### src/rtl/dcw_pkg.sv
package dcw_pkg;
   localparam int DESC_WORDS = 12;
   localparam int WORD_W     = 32;
   localparam int FLAG_LAST  = 0;
   localparam int FLAG_IRQ   = 1;

   typedef struct packed {
      logic [31:0] flags;
      logic [31:0] id;
      logic [63:0] dst;
      logic [63:0] src;
      logic [63:0] nxt;
      logic [31:0] ylen;
      logic [31:0] xlen;
      logic [31:0] sstride;
      logic [31:0] dstride;
   } desc_t;

   typedef enum logic [1:0] {ST_IDLE, ST_FETCH, ST_ISSUE, ST_RUN} walk_st_t;
endpackage

### src/rtl/dcw_fetch.sv
module dcw_fetch #(
   parameter int ADDR_W = 64,
   parameter int N_WORDS = dcw_pkg::DESC_WORDS,
   localparam int IDX_W = $clog2(N_WORDS)
) (
   input  logic              clk,
   input  logic              rst_n,
   input  logic              start,
   input  logic [ADDR_W-1:0] base,
   output logic              rd_req_valid,
   input  logic              rd_req_ready,
   output logic [ADDR_W-1:0] rd_req_addr,
   input  logic              rd_rsp_valid,
   input  logic [31:0]       rd_rsp_data,
   output logic              wr_en,
   output logic [IDX_W-1:0]  wr_idx,
   output logic [31:0]       wr_data,
   output logic              done
);
   generate
      if (N_WORDS < 2) begin : g_bad_words
         $error("dcw_fetch: N_WORDS must be at least 2");
      end
   endgenerate

   logic              active_q;
   logic              outst_q;
   logic [IDX_W-1:0]  idx_q;
   logic [ADDR_W-1:0] base_q;
   logic              last_word;

   assign last_word    = (idx_q == IDX_W'(N_WORDS - 1));
   assign rd_req_valid = active_q & ~outst_q;
   assign rd_req_addr  = base_q + ADDR_W'({idx_q, 2'b00});
   assign wr_en        = active_q & outst_q & rd_rsp_valid;
   assign wr_idx       = idx_q;
   assign wr_data      = rd_rsp_data;
   assign done         = wr_en & last_word;

   always_ff @(posedge clk or negedge rst_n) begin
      if (!rst_n) begin
         active_q <= 1'b0;
         outst_q  <= 1'b0;
         idx_q    <= '0;
         base_q   <= '0;
      end else if (start) begin
         active_q <= 1'b1;
         outst_q  <= 1'b0;
         idx_q    <= '0;
         base_q   <= base;
      end else begin
         if (rd_req_valid && rd_req_ready) outst_q <= 1'b1;
         if (wr_en) begin
            outst_q <= 1'b0;
            idx_q   <= idx_q + 1'b1;
            if (last_word) active_q <= 1'b0;
         end
      end
   end

   // A request not yet accepted keeps its address
   assert_req_hold_R3: assert property (@(posedge clk) disable iff (!rst_n)
      rd_req_valid && !rd_req_ready |=> rd_req_valid && $stable(rd_req_addr));

   // After the final word no further request is raised
   assert_stop_after_last_R3: assert property (@(posedge clk) disable iff (!rst_n)
      done |=> !rd_req_valid);
endmodule

### src/rtl/dcw_unpack.sv
module dcw_unpack #(
   parameter int N_WORDS = dcw_pkg::DESC_WORDS,
   localparam int IDX_W = $clog2(N_WORDS)
) (
   input  logic               clk,
   input  logic               rst_n,
   input  logic               wr_en,
   input  logic [IDX_W-1:0]   wr_idx,
   input  logic [31:0]        wr_data,
   output dcw_pkg::desc_t     desc
);
   generate
      if (N_WORDS != 12) begin : g_bad_layout
         $error("dcw_unpack: descriptor layout needs exactly 12 words");
      end
   endgenerate

   logic [N_WORDS-1:0][31:0] w_q;

   always_ff @(posedge clk or negedge rst_n) begin
      if (!rst_n) begin
         w_q <= '0;
      end else begin
         for (int i = 0; i < N_WORDS; i++) begin
            if (wr_en && wr_idx == IDX_W'(i)) w_q[i] <= wr_data;
         end
      end
   end

   always_comb begin
      desc.flags   = w_q[0];
      desc.id      = w_q[1];
      desc.dst     = {w_q[3], w_q[2]};
      desc.src     = {w_q[5], w_q[4]};
      desc.nxt     = {w_q[7], w_q[6]};
      desc.ylen    = w_q[8];
      desc.xlen    = w_q[9];
      desc.sstride = w_q[10];
      desc.dstride = w_q[11];
   end
endmodule

### src/rtl/dchain_walker.sv
module dchain_walker
   import dcw_pkg::*;
#(
   parameter int ADDR_W = 64
) (
   input  logic              clk,
   input  logic              rst_n,
   input  logic              cfg_desc_en,
   input  logic              cfg_cyclic_req,
   input  logic [ADDR_W-1:0] cfg_head_addr,
   input  logic              submit,
   output logic              cyclic_active,
   output logic              rd_req_valid,
   input  logic              rd_req_ready,
   output logic [ADDR_W-1:0] rd_req_addr,
   input  logic              rd_rsp_valid,
   input  logic [31:0]       rd_rsp_data,
   output logic              cmd_valid,
   input  logic              cmd_ready,
   output logic [ADDR_W-1:0] cmd_src,
   output logic [ADDR_W-1:0] cmd_dst,
   output logic [31:0]       cmd_xlen,
   output logic [31:0]       cmd_ylen,
   output logic [31:0]       cmd_src_stride,
   output logic [31:0]       cmd_dst_stride,
   input  logic              xfer_done,
   output logic              irq,
   output logic              busy,
   output logic [31:0]       cur_id
);
   localparam int IDX_W = $clog2(DESC_WORDS);

   generate
      if (ADDR_W < 32 || ADDR_W > 64) begin : g_bad_addr
         $error("dchain_walker: ADDR_W must lie in 32..64");
      end
   endgenerate

   walk_st_t          st_q;
   desc_t             desc;
   logic              fetch_start;
   logic              fetch_done;
   logic [ADDR_W-1:0] fetch_base;
   logic [ADDR_W-1:0] next_addr;
   logic              wr_en;
   logic [IDX_W-1:0]  wr_idx;
   logic [31:0]       wr_data;
   logic              irq_q;
   logic              go;
   logic              seg_end;
   logic              unused_flags;

   dcw_fetch #(.ADDR_W(ADDR_W), .N_WORDS(DESC_WORDS)) u_fetch (
      .clk(clk), .rst_n(rst_n), .start(fetch_start), .base(fetch_base),
      .rd_req_valid(rd_req_valid), .rd_req_ready(rd_req_ready), .rd_req_addr(rd_req_addr),
      .rd_rsp_valid(rd_rsp_valid), .rd_rsp_data(rd_rsp_data),
      .wr_en(wr_en), .wr_idx(wr_idx), .wr_data(wr_data), .done(fetch_done));

   dcw_unpack #(.N_WORDS(DESC_WORDS)) u_unpack (
      .clk(clk), .rst_n(rst_n), .wr_en(wr_en), .wr_idx(wr_idx), .wr_data(wr_data), .desc(desc));

   generate
      if (ADDR_W == 64) begin : g_full_addr
         assign next_addr = desc.nxt;
         assign cmd_src   = desc.src;
         assign cmd_dst   = desc.dst;
      end else begin : g_narrow_addr
         logic unused_hi;
         assign next_addr = desc.nxt[ADDR_W-1:0];
         assign cmd_src   = desc.src[ADDR_W-1:0];
         assign cmd_dst   = desc.dst[ADDR_W-1:0];
         assign unused_hi = ^{desc.nxt[63:ADDR_W], desc.src[63:ADDR_W], desc.dst[63:ADDR_W]};
      end
   endgenerate

   assign unused_flags = ^desc.flags[31:2];

   assign go          = (st_q == ST_IDLE) && submit && cfg_desc_en;
   assign seg_end     = (st_q == ST_RUN) && xfer_done;
   assign fetch_start = go || (seg_end && !desc.flags[FLAG_LAST]);
   assign fetch_base  = (st_q == ST_IDLE) ? cfg_head_addr : next_addr;

   always_ff @(posedge clk or negedge rst_n) begin
      if (!rst_n) begin
         st_q  <= ST_IDLE;
         irq_q <= 1'b0;
      end else begin
         irq_q <= seg_end && desc.flags[FLAG_IRQ];
         unique case (st_q)
            ST_IDLE:  if (go) st_q <= ST_FETCH;
            ST_FETCH: if (fetch_done) st_q <= ST_ISSUE;
            ST_ISSUE: if (cmd_ready) st_q <= ST_RUN;
            ST_RUN:   if (xfer_done) st_q <= desc.flags[FLAG_LAST] ? ST_IDLE : ST_FETCH;
            default:  st_q <= ST_IDLE;
         endcase
      end
   end

   assign cmd_valid      = (st_q == ST_ISSUE);
   assign cmd_xlen       = desc.xlen;
   assign cmd_ylen       = desc.ylen;
   assign cmd_src_stride = desc.sstride;
   assign cmd_dst_stride = desc.dstride;
   assign cur_id         = desc.id;
   assign irq            = irq_q;
   assign busy           = (st_q != ST_IDLE);
   assign cyclic_active  = cfg_cyclic_req & ~cfg_desc_en;

   assert_cmd_hold_R5: assert property (@(posedge clk) disable iff (!rst_n)
      cmd_valid && !cmd_ready |=> cmd_valid && $stable(cmd_src) && $stable(cmd_dst)
                                  && $stable(cmd_xlen) && $stable(cur_id));

   assert_irq_pulse_R7: assert property (@(posedge clk) disable iff (!rst_n)
      irq |=> !irq);

   assert_idle_quiet_R9: assert property (@(posedge clk) disable iff (!rst_n)
      !busy |-> !rd_req_valid && !cmd_valid);

   assert_fetch_cmd_excl_R3: assert property (@(posedge clk) disable iff (!rst_n)
      !(rd_req_valid && cmd_valid));

   assert_last_stops_R6: assert property (@(posedge clk) disable iff (!rst_n)
      cmd_valid && cmd_ready |=> busy);
endmodule

### config.mk
export PLATFORM = sky130hd
export DESIGN_NAME = dchain_walker
export DESIGN_NICKNAME = d
export VERILOG_FILES = /design/src/rtl/dcw_pkg.sv /design/src/rtl/dcw_fetch.sv /design/src/rtl/dcw_unpack.sv /design/src/rtl/dchain_walker.sv
export SDC_FILE = /design/constraint.sdc
export NUM_CORES = 1
export LEC_CHECK = 0
export BUFFER_PORTS_ARGS = -buffer_cell sky130_fd_sc_hd__clkbuf_2
export CORE_ASPECT_RATIO = 1.1
export CORE_MARGIN = 1.5
export CORE_UTILIZATION = 45
export DETAILED_ROUTE_END_ITERATION = 10
export HOLD_SLACK_MARGIN = 0.12
export PLACE_DENSITY_LB_ADDON = 0.15
export SYNTH_ARGS = -nofsm -noshare
export SYNTH_HDL_FRONTEND = slang
export SYNTH_SLANG_ARGS = --single-unit
export TNS_END_PERCENT = 50
### constraint.sdc
create_clock -name clk -period 3.73 [get_ports clk]
set_input_delay 0.746 -clock clk [delete_from_list [all_inputs] [get_ports clk]]
set_output_delay 0.746 -clock clk [all_outputs]
set_load 0.02 [all_outputs]
==> Yosys cells after proc, flatten, opt, wreduce, memory -nomap -nowiden <==
Cells that the tools add are included.
{ "word_totals": {"ff_bits": 427, "mem_bits_rw": 0, "latch_bits": 0, "elab_cells": 88, "inputBits": 105, "romBits": 0, "memories": 0} }
{ "classes": {"div_mod_pow": 0, "reduce_logical": 28, "n_bitwise": 7, "muxes": 15, "addsub": 2, "multipliers": 0, "eq_ne": 18, "n_lt_le_gt_ge": 0, "shift": 0} }
{ "op_table": {"columns": ["cell", "count"], "rows": [
  ["64-bit by 6-bit adder with 64-bit output", 1],
  ["64-bit two-way mux", 1],
  ["1-bit logical AND", 18],
  ["4-bit by 3-bit == test with 1-bit output (second input constant)", 4],
  ["4-bit == test (second input constant)", 4],
  ["4-bit by 2-bit == test with 1-bit output (second input constant)", 2],
  ["2-bit two-way mux", 4],
  ["4-bit two-way mux", 2],
  ["2-bit case mux with 4 select lines", 1],
  ["1-bit two-way mux", 7],
  ["2-bit != test (second input constant)", 3],
  ["2-bit nonzero test", 3],
  ["1-bit bitwise AND", 5],
  ["4-bit by 1-bit adder with 4-bit output (second input constant)", 1],
  ["2-bit == test (second input constant)", 2],
  ["4-bit by 1-bit == test with 1-bit output (second input constant)", 1],
  ["4-bit zero test", 1],
  ["4-bit AND reduction", 1],
  ["3-bit nonzero test", 1],
  ["2-bit by 1-bit == test with 1-bit output (second input constant)", 1],
  ["2-bit zero test", 1],
  ["2-bit by 1-bit != test with 1-bit output (second input constant)", 1],
  ["1-bit inverter", 2],
  ["2-bit AND reduction", 1],
  ["2 further kinds", 2]
]} }

==> Logic depth before layout (Yosys ltp) <==
Gate-level depths: netlist (run 1).
{ "logic_depth": {"word_depth": 6, "mapped_depth": 9, "ltp_nobuf": 8} }

==> By module <==
From an unflattened synthesis (run 1), not the netlist that was laid out.
{ "hier_totals": {"hier_cells": 1377, "area_unflattened_um2": 20168.1} }
{ "modules_own_cells": {"columns": ["mod", "area_each_um2", "instances", "seq_area_each_um2", "cells_per_inst"], "rows": [
  ["dcw_unpack", 14659.1, 1, 9609.2, 860],
  ["dcw_fetch", 4359.2, 1, 1751.7, 420],
  ["dchain_walker", 1149.9, 1, 75.1, 97]
]} }

==> Least setup slack after synthesis (run 1) <==
No wires, ideal clock.
{ "synth_timing": {"path_kind": "register to output", "start": "register u_fetch.idx_q[0] (netlist: u_fetch.wr_idx[0])", "end": "output port rd_req_addr[42]", "slack_ns": 0.613, "t_required_ns": 2.984, "stages_incl_launch_ff": 10, "t_arrival_ns": 2.371, "path_cell_list": "dfrtp_1 > ha_1 > inv_1 > fa_1 > nand2b_1 > a21oi_2 > nand3_2 > buf_6 > nor4_2 > xor2_1"} }
{ "synth_between": {"elab_chain_len": 1} }
{ "synth_rtl": {"columns": ["element", "line_no", "rtl"], "rows": [
  ["start: declaration", "dcw_fetch.sv:28", "logic [IDX_W-1:0] idx_q;"],
  ["start signal: assignment", "dcw_fetch.sv:55", "idx_q <= idx_q + 1'b1;"],
  ["64-bit by 6-bit adder with 64-bit output", "dcw_fetch.sv:34", "assign rd_req_addr = base_q + ADDR_W'({idx_q, 2'b00});"],
  ["end: declaration", "dchain_walker.sv:15", "output logic [ADDR_W-1:0] rd_req_addr,"]
]} }
Every way passes these cells.

==> Worst setup path after layout (run 1) <==
{ "layout_timing": {"start": "register u_fetch.idx_q[2] (netlist: u_fetch.wr_idx[2])", "end": "output port rd_req_addr[33]"} }
The elaborated chain is that of the path after synthesis.

==> impl_metrics.env, run 1 <==
export IMPL_status="finished clean"
export IMPL_slowest_delay_ns=0.46
export IMPL_synth_seq_cells=427
export IMPL_clock_path_buffers=3
export IMPL_final_cell_mix="clkbuf_2, dfrtp_1, mux2_2, nor2_1, a21oi_1"
export IMPL_cts_sinks=427
export IMPL_cts_root_buffer="clkbuf_16"
export IMPL_initial_core_util_pct=45.7
export IMPL_synthesis_area_um2=20300
export IMPL_cts_tree="yes"
export IMPL_slew_viol_final=0
export IMPL_cp_end_kind="primary output"
export IMPL_fmax_ghz=0.276
export IMPL_skew_ns=0.0246
export IMPL_cts_clk_slew_worst_paths_ns=0.06
export IMPL_final_hold_viol_count=0
export IMPL_gp_congestion=0.850
export IMPL_grt_overflow=0
export IMPL_worst_pin_slew_ns=0.769
export IMPL_fin_nets=1905
export IMPL_via_count=12400
export IMPL_hold_ws_ns=0.155
export IMPL_p_leak_nw=11.8
export IMPL_power_density_nw_per_um2=831
export IMPL_yosys_area_top_type_share_pct=52.6
export IMPL_synthArstFlopShare_pct=100
export IMPL_netlist_instances=1632
export IMPL_yosysUniqueCellTypes=45
export IMPL_drt_vias_per_instance=5.14
export IMPL_crit_path_top_delay_cell="dfrtp_1"
export IMPL_core_um2=44500
export IMPL_wl_per_cell_um=22.2
export IMPL_final_area_um2=23000
export IMPL_rsz0062_at_grt="yes"
export IMPL_ios=462
export IMPL_path_cells="ha_1, o21ai_0, o21bai_1, buf_4, nand3_1, nor3_2, xor2_1, clkbuf_2"
export IMPL_grt_pass1_wl_um=78900
export IMPL_synth_area_leaders="dfrtp_1, mux2_2, buf_4"
export IMPL_num_rows=81
export IMPL_required_ns=2.98
export IMPL_fin_crit_sh_pct=97.1
export IMPL_firstDrtPassIters=4
export IMPL_area_delta_synth_final_pct=13.2
export IMPL_cts_made_buffers=46
export IMPL_htree_num_levels=2
export IMPL_min_delay_path_class="input port to async pin"
export IMPL_antenna_found_initial=11
export IMPL_irDropWorstVdd_mv=0.497
export IMPL_fin_crit_ns=3.62
export IMPL_setup_tns_final_ns=0
export IMPL_synth_fp_nets=1751
export IMPL_syn_area_per_cell_um2=12.5
export IMPL_drc=0
export IMPL_setup_violations=0
export IMPL_worstPathMaxFanout=7
export IMPL_critical_path_arrival_ns=2.87
export IMPL_fp_dieH_um=226
export IMPL_critical_path_class="flop to primary output"
export IMPL_yosys_warnings=0
export IMPL_drv_cap=0
export IMPL_ys_flop_type="dfrtp_1"
export IMPL_grt_max_degree=107
export IMPL_synth_edf_count=0
export IMPL_drive_gt1_share_pct=52.5
export IMPL_max_slew_margin_pct=48.3
export IMPL_start_kind="flop"
export IMPL_crit_family="simple AND/OR/NAND/NOR gates"
export IMPL_cp_buffers_inverters=2
export IMPL_clock_latency_ns=0.58
export IMPL_numPortBuffers=461
export IMPL_utilization_pct=51.7
export IMPL_final_common_cell="clkbuf_2"
export IMPL_seq_area_frac_synth_pct=52.6
export IMPL_route_antenna_remaining_nets=0
export IMPL_grt_total_usage_pct=22.9
export IMPL_hold_buffers=0
export IMPL_dieArea_um2=46400
export IMPL_dp_hpwl_um=38500
export IMPL_drtIter0Drc=459
export IMPL_die_width_um=206
export IMPL_grt_pass1_vias=12300
export IMPL_wirelength_um=53600
export IMPL_yosysTopAreaCell="dfrtp_1"
export IMPL_place_area_um2=21100
cells in the mapped netlist, drive strengths merged, types with 2 or more instances:
library cell,number
inv,17
a21oi,68
o21ai,3
nand4,19
xor2,28
and3,10
nand3,23
mux2,354
nand2,39
nand2b,3
nor2,82
mux2i,64
a211oi,2
o22ai,2
ha,13
clkbuf,48
and2,12
and4,3
xnor2,35
dfrtp,427
a21o,2
nor4,10
buf,341
nor2b,2
nor3,17
logic make-up (layout without fill, tap and decap cells):
family / after synthesis / count (layout) / synth area share (%)
muxes: 418 / 418 / 22.8
DFF: 427 / 427 / 52.6
other: 0 / 5 / 0
adders and majority gates: 14 / 14 / 0.899
and+or+nand+nor: 224 / 224 / 5.65
AOI/OAI and AO/OA: 80 / 80 / 2.12
buffers and inverters: 406 / 596 / 13.3
xor gates and xnor gates: 63 / 63 / 2.72
routing by layer:
metal / wire length [µm] / share of wire [%] / up-vias / global-route usage [%]
li1: - / - / 5584 / -
met1: 21800 / 41 / 6304 / 28.5
met2: 26200 / 49 / 367 / 37.9
met3: 3630 / 6.8 / 111 / 6.33
met4: 1850 / 3.5 / 12 / 8.76
met5: 75 / 0.14 / - / 0
sequential cells by signal (all words and copies together), names as in the netlist:
register / cells
u_fetch.active_q: 1
st_q: 2
u_fetch.outst_q: 1
u_unpack.desc: 354
u_fetch.base_q: 64
u_fetch.wr_idx: 4
irq: 1
worst paths after layout:
kind | endpoint | slack (ns) | cells past startpoint | start
setup / recovery | rd_req_addr[33] | 0.11 | 8 | u_fetch.wr_idx[2]$_DFFE_PN0P_
hold / removal | u_unpack.desc[88]$_DFFE_PN0P_ | 0.15 | 1 | rst_n
setup reg to reg | u_unpack.desc[43]$_DFFE_PN0P_ | 1.24 | 5 | u_fetch.active_q$_DFFE_PN0P_
hold reg to reg | u_unpack.desc[220]$_DFFE_PN0P_ | 0.48 | 1 | u_unpack.desc[220]$_DFFE_PN0P_
max in group asynchronous | u_unpack.desc[217]$_DFFE_PN0P_ | 2.59 | 2 | rst_n
min in group clk | irq$_DFF_PN0_ | 0.44 | 2 | xfer_done
through the flow:
| stage | instances | power [mW] | setup slack [ns] |
|---|---|---|---|
| 2_1_floorplan | 1632 | 12.7 | 0.613 |
| 3_3_place_gp | 2313 | 14.0 | 0.344 |
| 3_5_place_dp | 2313 | 14.1 | 0.350 |
| 4_1_cts | 2400 | 19.3 | -0.0133 |
| 5_1_grt | 2405 | 20.2 | -0.0966 |
| 6_report | 2408 | 19.1 | 0.109 |
repair_timing:
| item | in CTS | in global routing |
|---|---|---|
| pin swaps | 1 | 7 |
| setup buffers | 3 | 3 |
| endpoints found under the setup margin | 29 | 28 |
| gates resized for setup | 11 | 34 |
worst register-to-register path, delay by kind of cell (launching register included):
kind,cells,cell delay [ns]
buf+inv,1,0.42
flops,1,0.38
mux,1,0.30
simple gates,3,1.26
report_power, final:
group / switching, mW / internal (mW) / leakage, nW
clock: 1.90 / 3.10 / 0.828
sequential: 1.15 / 6.11 / 5.63
combinational: 4.11 / 2.74 / 5.30
total: 7.16 / 11.9 / 11.8
final cells by class:
cell class,instances,area (µm²)
tap,581,727
antenna,5,12.5
timing repair buffer,495,2700
fill,3958,21500
clock inverter,15,272
clock buffer,69,1410
sequential,427,10700
inverter,17,63.8
multi-input combinational,799,7130
Power figures use the tool's default switching activity.
==> run 2: changes to the inputs <==
- RECOVER_POWER: unset -> 25
==> run 2 against run 1 <==
- the run now ends with capacitance limit, slew limit left
- hold slack improved by 0.28 ns
- final cell count unchanged
- critical path depth unchanged
- clock power about the same
- die area unchanged
- routed wire length about the same
- largest cell class unchanged
- sequential share of layout area increased by 0.14 points
- sequential cell count unchanged
- fmax about the same
- first-iteration DRC count decreased by 2.6%
- register-to-register slack about the same
- power about the same
- critical path type unchanged
==> impl_metrics.env, run 2 (same netlist as run 1, synthesis figures left out) <==
export IMPL_status="finished with violations"
export IMPL_failed_checks="capacitance limit, slew limit"
export IMPL_dieArea_um2=46400
export IMPL_drv_cap=1
export IMPL_grt_total_usage_pct=22.9
export IMPL_hold_buffers=0
export IMPL_grt_overflow=0
export IMPL_final_hold_viol_count=0
export IMPL_area_delta_synth_final_pct=12.8
export IMPL_drive_gt1_share_pct=52.5
export IMPL_hp_start="xfer_done"
export IMPL_final_common_cell="clkbuf_2"
export IMPL_via_count=12300
export IMPL_irDropWorstVdd_mv=0.498
export IMPL_antenna_found_initial=11
export IMPL_rsz0062_at_grt="yes"
export IMPL_pwr_share_clk_pct=26.2
export IMPL_largest_reg_flops=354
export IMPL_p_leak_nw=11.7
export IMPL_fin_crit_sh_pct=97.0
export IMPL_worst_pin_slew_ns=2.23
export IMPL_fin_nets=1905
export IMPL_firstDrtPassIters=5
export IMPL_crit_reg2reg_capture="u_unpack.desc[43]$_DFFE_PN0P_"
export IMPL_min_delay_path_class="input port to flop"
export IMPL_cts_made_buffers=46
export IMPL_slew_viol_final=83
export IMPL_p_switching_mw=7.16
export IMPL_hold_ws_ns=0.436
export IMPL_wirelength_um=53500
export IMPL_route_antenna_remaining_nets=0
export IMPL_critical_path_arrival_ns=2.87
export IMPL_start_kind="flop"
export IMPL_numPortBuffers=461
export IMPL_final_cell_mix="clkbuf_2, dfrtp_1, mux2_2, nor2_1, a21oi_1"
export IMPL_fin_ws_ns=0.111
export IMPL_fin_crit_ns=3.62
export IMPL_htree_num_levels=2
export IMPL_cts_tree="yes"
export IMPL_clock_path_buffers=3
export IMPL_die_width_um=206
export IMPL_power_density_nw_per_um2=833
export IMPL_initial_core_util_pct=45.7
export IMPL_dp_hpwl_um=38500
export IMPL_setup_violations=0
export IMPL_pre_cts_slack_ns=0.350
export IMPL_cp_end_kind="primary output"
export IMPL_fp_dieH_um=226
export IMPL_setup_tns_final_ns=0
export IMPL_worstPathMaxFanout=7
export IMPL_clock_latency_ns=0.59
export IMPL_fmax_ghz=0.276
export IMPL_drt_vias_per_instance=5.12
export IMPL_drc=0
export IMPL_hold_path_end="irq$_DFF_PN0_"
export IMPL_ios=462
export IMPL_crit_reg2reg_launch="u_fetch.active_q$_DFFE_PN0P_"
export IMPL_num_rows=81
export IMPL_cts_root_buffer="clkbuf_16"
export IMPL_cts_sinks=427
export IMPL_pwr_share_comb_pct=35.8
export IMPL_min_path_cells=2
export IMPL_sequentialPowerShare_pct=38.0
export IMPL_wl_per_cell_um=22.2
export IMPL_rr_worst_depth=5
export IMPL_required_ns=2.98
export IMPL_grt_pass1_vias=12300
export IMPL_cts_clk_slew_worst_paths_ns=0.06
export IMPL_gp_congestion=0.850
export IMPL_critical_path_class="flop to primary output"
export IMPL_skew_ns=0.0253
export IMPL_switching_share_pct=37.5
export IMPL_drtIter0Drc=447
export IMPL_grt_pass1_wl_um=78900
export IMPL_p_int_mw=11.9
export IMPL_r2r_setup_slack_ns=1.25
export IMPL_grt_max_degree=107
export IMPL_core_um2=44500
export IMPL_max_slew_margin_pct=-48.4
## run 2: cell types whose count changed in the layout (fill, tap and decap cells not counted), sizes merged
cell    delta
buf        -6
clkbuf     +6
## run 2: per-layer routing
metal	track usage, %	share of wire, %
met4	8.76	3.5
met3	6.33	6.8
met1	28.5	41
met5	0	0.16
met2	37.9	49
## run 2: worst max path at each step
stage                           end                          start  depth (start not counted)  slack (ns)
floorplan           rd_req_addr[42]  u_fetch.wr_idx[0]$_DFFE_PN0P_                          9        0.61
global placement    rd_req_addr[54]  u_fetch.base_q[2]$_DFFE_PN0N_                         11        0.34
detailed placement  rd_req_addr[54]  u_fetch.wr_idx[1]$_DFFE_PN0P_                         10        0.35
CTS                 rd_req_addr[32]  u_fetch.base_q[2]$_DFFE_PN0N_                         11       -0.01
global route        rd_req_addr[33]  u_fetch.wr_idx[2]$_DFFE_PN0P_                          8        -0.1
finish              rd_req_addr[33]  u_fetch.wr_idx[2]$_DFFE_PN0P_                          8        0.11
## run 2: metrics by stage
stage / cells / util, % / total power [mW] / instance area, µm²
after floorplan: 1632 / - / 12.7 / 20300
after CTS: 2400 / 51.3 / 19.3 / 22800
after detailed placement: 2313 / 47.4 / 14.1 / 21100
after global placement: 2313 / 47.4 / 14.0 / 21100
final: 2408 / 51.5 / 19.1 / 22900
after global routing: 2405 / 51.5 / 20.2 / 22900
## run 2: critical path, stage by stage (launching register included)
cell and delay, ns:
dfrtp_1 0.46, ha_1 0.43, o21ai_0 0.14, o21bai_1 0.16, buf_4 0.17, nand3_1 0.25
nor3_2 0.25, xor2_1 0.20, clkbuf_2 0.22
## run 2: power groups by stage
| stage | Combinational (mW) | Clock, mW | Sequential, mW |
|---|---|---|---|
| after detailed placement | 6.82 | 0 | 7.32 |
| after CTS | 6.87 | 5.14 | 7.25 |
| final | 6.84 | 5.01 | 7.26 |
| after global placement | 6.76 | 0 | 7.26 |
| after global routing | 7.38 | 5.32 | 7.46 |
| after floorplan | 5.82 | 0 | 6.93 |
## run 2: area by class of cell
type                       count  area (µm²)
clock inverter                15         272
sequential                   427       10700
timing repair buffer         495        2630
inverter                      17        63.8
multi-input combinational    799        7130
antenna                        5        12.5
fill                        3967       21600
clock buffer                  69        1410
tap                          581         727
## run 2: timing repair
item | CTS | global route
gates resized for setup | 11 | 34
setup buffers | 3 | 3
setup endpoints to repair | 29 | 28
pin swaps | 1 | 7
==> run 3: changes to the inputs <==
- BUFFER_PORTS_ARGS: -buffer_cell sky130_fd_sc_hd__clkbuf_2 -> unset
- DONT_BUFFER_PORTS: unset -> 1
==> run 3 against run 2 <==
- the run ends with hold timing left
- routed wire length down 3.6%
- sequential share of layout area increased by 4.5 points
- power decreased by 5.0%
- global-route usage fell by 0.84 points
- critical path depth grew 2
- final cell count shrank 17%
- via count decreased by 13%
- final area decreased by 8.8%
- setup slack got worse by 0.0040 ns
- critical path type unchanged
- critical endpoint is now rd_req_addr[46]
- largest power group unchanged
==> impl_metrics.env, run 3 (same netlist as run 1, synthesis figures left out) <==
export IMPL_max_slew_margin_pct=3.27
export IMPL_final_common_cell="dfrtp_1"
export IMPL_pre_cts_slack_ns=0.257
export IMPL_drtIter0Drc=603
export IMPL_grt_pass1_vias=11100
export IMPL_worst_pin_slew_ns=1.45
export IMPL_wl_per_cell_um=26.0
export IMPL_utilization_pct=47.0
export IMPL_dp_hpwl_um=35600
export IMPL_route_met2_wl_um=25900
export IMPL_grt_total_usage_pct=22.1
export IMPL_drv_cap=0
export IMPL_power_density_nw_per_um2=868
export IMPL_via_count=10800
export IMPL_failed_checks="hold timing"
export IMPL_fin_crit_sh_pct=97.1
export IMPL_slowest_delay_ns=0.40
export IMPL_place_inst=1893
export IMPL_clock_latency_ns=0.57
export IMPL_skew_ns=0.0154
export IMPL_drt_vias_per_instance=5.42
export IMPL_worstPathMaxFanout=6
export IMPL_final_cell_mix="dfrtp_1, mux2_2, nor2_1, buf_4, a21oi_1"
export IMPL_cts_made_buffers=46
export IMPL_die_width_um=206
export IMPL_cts_clk_slew_worst_paths_ns=0.06
export IMPL_grt_overflow=0
export IMPL_firstDrtPassIters=4
export IMPL_route_antenna_remaining_nets=0
export IMPL_clock_path_buffers=3
export IMPL_final_area_um2=20900
export IMPL_cts_sinks=427
export IMPL_fmax_ghz=0.276
export IMPL_wl_met1_um=20000
export IMPL_crit_path_top_delay_cell="dfrtp_1"
export IMPL_rr_worst_depth=7
export IMPL_antenna_found_initial=7
export IMPL_hold_ws_ns=-0.123
export IMPL_fin_ws_ns=0.107
export IMPL_grt_max_degree=428
export IMPL_num_rows=81
export IMPL_min_delay_path_class="input port to async pin"
export IMPL_irDropWorstVdd_mv=0.500
export IMPL_numPortBuffers=0
export IMPL_htree_num_levels=2
export IMPL_place_area_um2=19000
export IMPL_drc=0
export IMPL_top_layer_used="met5"
export IMPL_finalNonFillerCells=1988
export IMPL_cts_root_buffer="clkbuf_16"
export IMPL_p_leak_nw=9.91
export IMPL_area_sequential_um2=10700
export IMPL_cp_end_kind="primary output"
export IMPL_grt_pass1_wl_um=75200
export IMPL_slew_viol_final=0
export IMPL_status="finished with violations"
export IMPL_multi_input_area_um2=7110
export IMPL_gp_congestion=0.828
export IMPL_fillers=3957
export IMPL_final_hold_viol_count=159
export IMPL_required_ns=2.98
export IMPL_critical_path_arrival_ns=2.88
export IMPL_start_kind="flop"
export IMPL_path_cells="ha_4, inv_1, fa_2, nand2b_1, a21oi_2, buf_6, nand3_4, nor4_4, xor2_1, buf_4"
export IMPL_critical_path_class="flop to primary output"
export IMPL_rsz0062_at_grt="yes"
export IMPL_fp_dieH_um=226
export IMPL_fin_nets=1487
export IMPL_initial_core_util_pct=45.7
export IMPL_setup_tns_final_ns=0
export IMPL_cts_tree="yes"
export IMPL_largest_reg_flops=354
export IMPL_wirelength_um=51600
export IMPL_finalPower_mw=18.2
export IMPL_setup_violations=0
export IMPL_core_um2=44500
export IMPL_area_delta_synth_final_pct=2.89
export IMPL_dieArea_um2=46400
export IMPL_wl_met3_um=4140
export IMPL_ios=462
export IMPL_drive_gt1_share_pct=38.2
export IMPL_fin_crit_ns=3.62
## run 3: cell types whose count changed in the layout (fill, tap and decap cells not counted), moves of 3 or more
cell,change
clkbuf_2,-454
buf_4,+42
clkbuf_1,-6
clkinvlp_4,+4
clkinv_4,+3
## run 3: final cells by class
cell class / instances / share of cell area (%)
flip-flops and latches: 427 / 51.1
multi-input cells: 800 / 34.0
clock buffers: 64 / 6.65
well taps: 581 / 3.48
repair buffers: 76 / 2.87
clock inverters: 20 / 1.57
inverters: 17 / 0.305
diodes: 3 / 0.0359
## run 3: layer usage
| layer | GRT usage (%) | vias to the layer above |
|---|---|---|
| met4 | 7.72 | 8 |
| met5 | 0 | - |
| met3 | 6.70 | 87 |
| met1 | 26.1 | 5621 |
| met2 | 37.9 | 336 |
| li1 | - | 4716 |
## run 3: worst max-delay path: cells and delay by family (launching register included)
kind / cells / cell delay, ns
xor+xnor: 1 / 0.17
fa+ha+maj: 2 / 0.51
buf+inv: 3 / 0.37
flops: 1 / 0.40
simple gates: 3 / 0.73
compound gates: 1 / 0.14
## run 3: final timing paths
path / startpoint / endpoint / slack (ns)
max reg2reg: st_q[0]$_DFFE_PN0P_ / u_fetch.base_q[59]$_DFFE_PN0N_ / 1.28
min reg2reg: u_unpack.desc[129]$_DFFE_PN0P_ / u_unpack.desc[129]$_DFFE_PN0P_ / 0.49
max in group asynchronous: rst_n / u_unpack.desc[196]$_DFFE_PN0P_ / 2.68
max: u_fetch.base_q[2]$_DFFE_PN0N_ / rd_req_addr[46] / 0.11
min in group clk: rd_rsp_data[20] / u_unpack.desc[340]$_DFFE_PN0P_ / 0.31
min: rst_n / u_unpack.desc[54]$_DFFE_PN0P_ / -0.12
## run 3: repair_timing
item	in CTS	in global routing
setup buffers	4	3
gates cloned	1	0
pin swaps	5	4
endpoints found under the setup margin	29	19
hold endpoints to repair	427	427
gates resized for setup	12	8
## run 3: power by group
| part | total, mW | switching (mW) | internal (mW) |
|---|---|---|---|
| sequential | 8.59 | 2.48 | 6.11 |
| clock | 5.07 | 1.91 | 3.16 |
| combinational | 4.49 | 2.31 | 2.18 |
| total | 18.2 | 6.71 | 11.4 |
